**config.mk**
```make
export PLATFORM = sky130hd
export DESIGN_NAME = ialloc_top
export DESIGN_NICKNAME = d
export VERILOG_FILES = /design/src/rtl/ialloc_pkg.sv /design/src/rtl/ialloc_pending.sv /design/src/rtl/ialloc_regs.sv /design/src/rtl/ialloc_route.sv /design/src/rtl/ialloc_top.sv
export SDC_FILE = /design/constraint.sdc
export NUM_CORES = 1
export LEC_CHECK = 0
export BUFFER_PORTS_ARGS = -buffer_cell sky130_fd_sc_hd__buf_4
export CAP_MARGIN = 30
export CORE_ASPECT_RATIO = 0.9
export CORE_MARGIN = 4
export CORE_UTILIZATION = 25
export CTS_CLUSTER_SIZE = 12
export DETAILED_ROUTE_END_ITERATION = 16
export SKIP_LAST_GASP = 1
export SYNTH_ARGS = -nofsm -noshare
export SYNTH_HDL_FRONTEND = slang
export SYNTH_SLANG_ARGS = --single-unit
```
**constraint.sdc**
```tcl
create_clock -name clk -period 1.8 [get_ports clk]
set_clock_uncertainty 0.1 [all_clocks]
set_input_delay 0.18 -clock clk [delete_from_list [all_inputs] [get_ports clk]]
set_output_delay 0.18 -clock clk [all_outputs]
set_load 0.05 [all_outputs]
```
**src/rtl/ialloc_pkg.sv**
```systemverilog
// Package: shared sizes and field helpers for the interrupt allocator.
// Assumes source count fits the selector width (NUM_SRC <= 2**SEL_W).
package ialloc_pkg;
    localparam int NUM_SRC = 8;
    localparam int SEL_W   = 4;
    localparam int REG_W   = 16;
    localparam int EN_LSB  = 2 * SEL_W;

    typedef logic [NUM_SRC-1:0] src_vec_t;
    typedef logic [SEL_W-1:0]   sel_t;

    typedef struct packed {
        src_vec_t en;
        sel_t     sel_mid;
        sel_t     sel_hi;
    } alloc_t;

    localparam alloc_t ALLOC_RST = '{en: '0, sel_mid: '1, sel_hi: '1};
endpackage

```
**src/rtl/ialloc_pending.sv**
```systemverilog
// Module: edge detection and sticky pending flags per source.
// Assumes requests are already synchronous to clk. Set wins over clear.
module ialloc_pending #(
    parameter int N = 8
) (
    input  logic         clk,
    input  logic         rst_n,
    input  logic [N-1:0] req,
    input  logic [N-1:0] clr,
    output logic [N-1:0] pend
);
    logic [N-1:0] req_q;
    logic [N-1:0] rise;

    // Rising-edge vector of the raw requests.
    assign rise = req & ~req_q;

    // Register previous request levels for edge detection.
    always_ff @(posedge clk) begin
        if (!rst_n) req_q <= '0;
        else        req_q <= req;
    end

    // Sticky pending bits: clear first, then merge new edges.
    always_ff @(posedge clk) begin
        if (!rst_n) pend <= '0;
        else        pend <= (pend & ~clr) | rise;
    end

    assert_set_R2: assert property (@(posedge clk) disable iff (!rst_n)
        (|rise) |=> ((pend & $past(rise)) == $past(rise)));
    assert_sticky_R3: assert property (@(posedge clk) disable iff (!rst_n)
        1'b1 |=> ((pend & ($past(pend) & ~$past(clr))) == ($past(pend) & ~$past(clr))));
    assert_clear_R4: assert property (@(posedge clk) disable iff (!rst_n)
        (|clr) |=> ((pend & $past(clr) & ~$past(rise)) == '0));
    assert_win_R5: assert property (@(posedge clk) disable iff (!rst_n)
        (|(rise & clr)) |=> ((pend & $past(rise & clr)) == $past(rise & clr)));
endmodule

```
**src/rtl/ialloc_regs.sv**
```systemverilog
// Module: allocation register and status access over a simple bus.
// Assumes a single-cycle write strobe; read data is combinational.
module ialloc_regs
    import ialloc_pkg::*;
(
    input  logic             clk,
    input  logic             rst_n,
    input  logic             bus_sel,
    input  logic             bus_wr,
    input  logic [REG_W-1:0] bus_wdata,
    input  src_vec_t         pend,
    input  src_vec_t         src_clr,
    output alloc_t           alloc,
    output src_vec_t         clr_all,
    output logic [REG_W-1:0] bus_rdata
);
    logic alloc_we;
    logic stat_we;

    assign alloc_we = bus_wr && !bus_sel;
    assign stat_we  = bus_wr &&  bus_sel;

    // Allocation word, disabled selectors and no enables after reset.
    always_ff @(posedge clk) begin
        if (!rst_n)        alloc <= ALLOC_RST;
        else if (alloc_we) alloc <= alloc_t'(bus_wdata);
    end

    // Combine write-one-to-clear mask with the hardware clear strobes.
    always_comb begin
        clr_all = src_clr;
        if (stat_we) clr_all = clr_all | bus_wdata[NUM_SRC-1:0];
    end

    // Read mux for the two registers.
    always_comb begin
        if (bus_sel) bus_rdata = {{(REG_W-NUM_SRC){1'b0}}, pend};
        else         bus_rdata = alloc;
    end

    assert_reset_R1: assert property (@(posedge clk)
        !rst_n |=> (alloc == ALLOC_RST));
    assert_load_R11: assert property (@(posedge clk) disable iff (!rst_n)
        alloc_we |=> (alloc == $past(bus_wdata)));
    assert_keep_R11: assert property (@(posedge clk) disable iff (!rst_n)
        !alloc_we |=> $stable(alloc));
endmodule

```
**src/rtl/ialloc_route.sv**
```systemverilog
// Module: maps pending flags onto the three prioritized lines.
// Assumes selector codes of NUM_SRC and above mean "line off".
module ialloc_route
    import ialloc_pkg::*;
(
    input  alloc_t   alloc,
    input  src_vec_t pend,
    output logic     line_hi,
    output logic     line_mid,
    output logic     line_lo
);
    src_vec_t hit_hi;
    src_vec_t hit_mid;
    src_vec_t claim;

    // Per-source decode of both selectors.
    for (genvar i = 0; i < NUM_SRC; i++) begin : g_dec
        assign hit_hi[i]  = (alloc.sel_hi  == sel_t'(i));
        assign hit_mid[i] = (alloc.sel_mid == sel_t'(i));
    end

    assign claim = hit_hi | hit_mid;

    // Line outputs from decoded selectors and enables.
    always_comb begin
        line_hi  = |(hit_hi  & pend);
        line_mid = |(hit_mid & pend);
        line_lo  = |(pend & alloc.en & ~claim);
    end

    always_comb begin
        assert_off_R6: assert (!(alloc.sel_hi  >= sel_t'(NUM_SRC)) || !line_hi);
        assert_off_R7: assert (!(alloc.sel_mid >= sel_t'(NUM_SRC)) || !line_mid);
        assert_lo_R8:  assert (!line_lo || (|(pend & alloc.en)));
        assert_same_R9: assert (!(alloc.sel_hi == alloc.sel_mid) || (line_hi == line_mid));
    end
endmodule

```
**src/rtl/ialloc_top.sv**
```systemverilog
// Module: top of the interrupt source allocator.
// Assumes synchronous inputs and a single clock domain.
module ialloc_top
    import ialloc_pkg::*;
(
    input  logic             clk,
    input  logic             rst_n,
    input  logic [7:0]       irq_req,
    input  logic [7:0]       src_clr,
    input  logic             bus_sel,
    input  logic             bus_wr,
    input  logic [15:0]      bus_wdata,
    output logic [15:0]      bus_rdata,
    output logic             line_hi,
    output logic             line_mid,
    output logic             line_lo
);
    src_vec_t pend;
    src_vec_t clr_all;
    alloc_t   alloc;

    ialloc_pending #(.N(NUM_SRC)) i_pend (
        .clk(clk), .rst_n(rst_n), .req(irq_req), .clr(clr_all), .pend(pend)
    );

    ialloc_regs i_regs (
        .clk(clk), .rst_n(rst_n), .bus_sel(bus_sel), .bus_wr(bus_wr),
        .bus_wdata(bus_wdata), .pend(pend), .src_clr(src_clr),
        .alloc(alloc), .clr_all(clr_all), .bus_rdata(bus_rdata)
    );

    ialloc_route i_route (
        .alloc(alloc), .pend(pend),
        .line_hi(line_hi), .line_mid(line_mid), .line_lo(line_lo)
    );
endmodule

```
==> impl_metrics.json <==
{
  "status": "complete, but fails checks",
  "violations": "negative setup slack",
  "power_density_nw_per_um2": 693,
  "io_buffer_count": 54,
  "pre_cts_slack_ns": 0.00589,
  "dpl-instance-area_sq_um": 2270,
  "fin_nets": 301,
  "fin_crit_ns": 1.96,
  "final_common_cell": "buf_4",
  "drive_above_1_share": 0.399,
  "slowest_delay_ns": 0.35,
  "switching_power_mw": 0.522,
  "grt_pass1_wl_um": 8170,
  "p_leak_nw": 1.11,
  "synthTopCellsByArea": "dfxtp_1 35%, nand2_1 10%, mux2_2 5.6%, nand3_1 4.4%, nand4b_1 3.8%",
  "cts_root_buf": "clkbuf_8",
  "drv_slew": 0,
  "layout_setup_ws_ns": -0.155,
  "cts_made_buffers": 5,
  "syn_area_sq_um": 1820,
  "hold_depth": 3,
  "cpMaxStageDelayCell": "dfxtp_4",
  "design_area_sq_um": 2490,
  "ys.warnings.count": 0,
  "fin_tns_setup_ns": -0.243,
  "cts.path.max_buffers": 2,
  "max_slew_margin": 0.782,
  "rrSetupSlack_ns": 0.91,
  "yosysTopAreaCell": "dfxtp_1",
  "hold_viol": 0,
  "grt_max_degree": 33,
  "p_seq_frac": 0.471,
  "yosysSeqAreaShare": 0.351,
  "tightest_slew_ns": 0.327,
  "start_util": 0.258,
  "grt_pass1_vias": 1649,
  "grt_setup_unrepaired": "true",
  "p_int_mw": 1.20,
  "reg2reg_from": "i_regs.alloc[2]",
  "critPathKind": "flip-flop to output pin",
  "maxCapViolations": 0,
  "die_w_um": 98.0,
  "gp_congestion": 0.785,
  "placementRows": 29,
  "syn-num-nets": 242,
  "grt_overflow": 0,
  "synth_area_per_cell_sq_um": 8.85,
  "clkPwrFrac": 0.278,
  "required_ns": 1.52,
  "critPathMaxFanout": 8,
  "dr.first_iter.drc_count": 63,
  "drt_pass1_iterations": 4,
  "hold_ws_ns": 0.00403,
  "crit_buf_inv": 2,
  "core_area_sq_um": 7080,
  "start_kind": "flip-flop",
  "clkTransAtPathRegs_ns": 0.06,
  "crit_top_cell": "buf_6",
  "synthCells": 206,
  "cp_top_family": "simple AND/OR/NAND/NOR gates",
  "final_cell_mix": "61 x buf_4, 49 x nand2_1, 24 x dfxtp_1, 16 x nand3_1, 10 x o21ai_0",
  "antenna_cells": 0,
  "clock_sinks": 32,
  "irDropWorstVdd_mv": 0.409,
  "ant_nets": 0,
  "antenna_found_initial": 0,
  "vias": 1675,
  "drc": 0,
  "synth-seq-cells": 32,
  "worstHoldStart": "irq_req[7]",
  "synth_top_area_share": 0.351,
  "via_per_inst": 4.71,
  "wl_per_cell_um": 14.4,
  "grt_usage": 0.118,
  "path_cells": "buf_6 -> nor4b_2 -> o32ai_2 -> a22oi_1 -> nand2_1 -> buf_6",
  "fin_crit_sh": 1.09,
  "h-tree-depth": 2,
  "rr_endpoint": "i_regs.alloc[2]",
  "setup_viol": 2,
  "io_pins": 55,
  "endpoint_kind": "output pin",
  "combPwrFrac": 0.252,
  "sw_frac_of_total": 0.303,
  "min_path_type": "primary input to flip-flop",
  "arrival_ns": 1.68,
  "wirelength_um": 5130,
  "clock_latency_ns": 0.27,
  "holdPathEnd": "i_pend.req_q[7]",
  "dieArea_sq_um": 8720,
  "timing.fmax_ghz": 0.511,
  "die_y_um": 89.0,
  "hpwl_um": 3780,
  "cts_tree": "yes",
  "fillers": 753,
  "p_total_mw": 1.72,
  "synth_cell_types": 38,
  "r2r_cells": 3,
  "areaGrowthSynthToFinish_pct": 36.4
}
[cells by family (layout without fill, tap and decap cells)]
family	after synthesis	after routing	synth area share
simple gates	103	103	0.345
flops	32	32	0.351
compound gates	31	31	0.117
buf+inv	27	84	0.0913
mux	13	13	0.0954
[cells in the mapped netlist, drive strengths merged]
| cell type | count |
|---|---|
| nor2 | 1 |
| mux2 | 9 |
| mux4 | 2 |
| clkbuf | 4 |
| and4bb | 4 |
| nand2 | 49 |
| dfxtp | 32 |
| o32ai | 4 |
| mux2i | 2 |
| nor4bb | 2 |
| a21o | 1 |
| nor4 | 2 |
| nand3 | 16 |
| nor3 | 1 |
| and4b | 2 |
| nor2b | 11 |
| o21ai | 12 |
| a21oi | 1 |
| a31oi | 1 |
| buf | 15 |
| nor4b | 6 |
| nand2b | 1 |
| a221oi | 1 |
| a21boi | 8 |
| inv | 8 |
| nand4b | 8 |
| a22oi | 3 |
[registers in the layout, indices dropped and copies added (netlist names)]
signal / flops
i_pend.req_q: 8
i_regs.alloc: 16
i_pend.pend: 8
[power by group through the flow]
stage               combinational [mW]  clock [mW]  sequential (mW)
floorplan                        0.300           0            0.791
global placement                 0.404           0            0.827
CTS                              0.429       0.498            0.812
finish                           0.433       0.478            0.811
detailed placement               0.408           0            0.830
global route                     0.465       0.540            0.818
[through the flow]
stage,cells,util
global route,356,0.351
CTS,354,0.346
detailed placement,342,0.321
floorplan,206,-
global placement,342,0.321
finish,356,0.351
[cell type report]
| cell class | instances | area, sq um | area share |
|---|---|---|---|
| clock buffers | 5 | 68.8 | 0.0277 |
| inverters | 8 | 30.0 | 0.0121 |
| multi-input cells | 147 | 1040 | 0.420 |
| flip-flops and latches | 32 | 668 | 0.269 |
| well taps | 93 | 116 | 0.0468 |
| repair buffers | 71 | 558 | 0.224 |
[worst register-to-register path, stage by stage, from the launching register on]
cell and delay (ns):
dfxtp_4 0.37, buf_2 0.17, nand2_1 0.07, nand3_1 0.06
[routing by layer]
| layer | wire, um | track usage | share of wire | up-vias |
|---|---|---|---|---|
| met4 | 76 | 0.0390 | 0.015 | 0 |
| li1 | - | - | - | 841 |
| met1 | 2240 | 0.145 | 0.44 | 785 |
| met3 | 248 | 0.0328 | 0.048 | 8 |
| met2 | 2560 | 0.201 | 0.50 | 41 |
| met5 | 0 | 0 | 0 | - |
[repair_timing]
action,4_1_cts,5_1_grt
endpoints found under the setup margin,3,3
buffers inserted,2,2
gates resized for setup,19,11
hold buffers,5,0
hold endpoints to repair,5,0
pin swaps,1,5
[worst max-delay path by stage]
stage | slack [ns] | start | cells after the start | end
2_1_floorplan | 0.17 | i_regs.alloc[5] | 3 | line_mid
3_3_place_gp | 0.05 | i_regs.alloc[4] | 5 | line_lo
3_5_place_dp | 0.006 | i_regs.alloc[4] | 5 | line_lo
4_1_cts | -0.14 | i_regs.alloc[7] | 6 | line_lo
5_1_grt | -0.21 | i_regs.alloc[2] | 6 | line_lo
6_report | -0.16 | i_regs.alloc[5] | 6 | line_lo
Note: power is estimated with default switching activity, not from simulation.
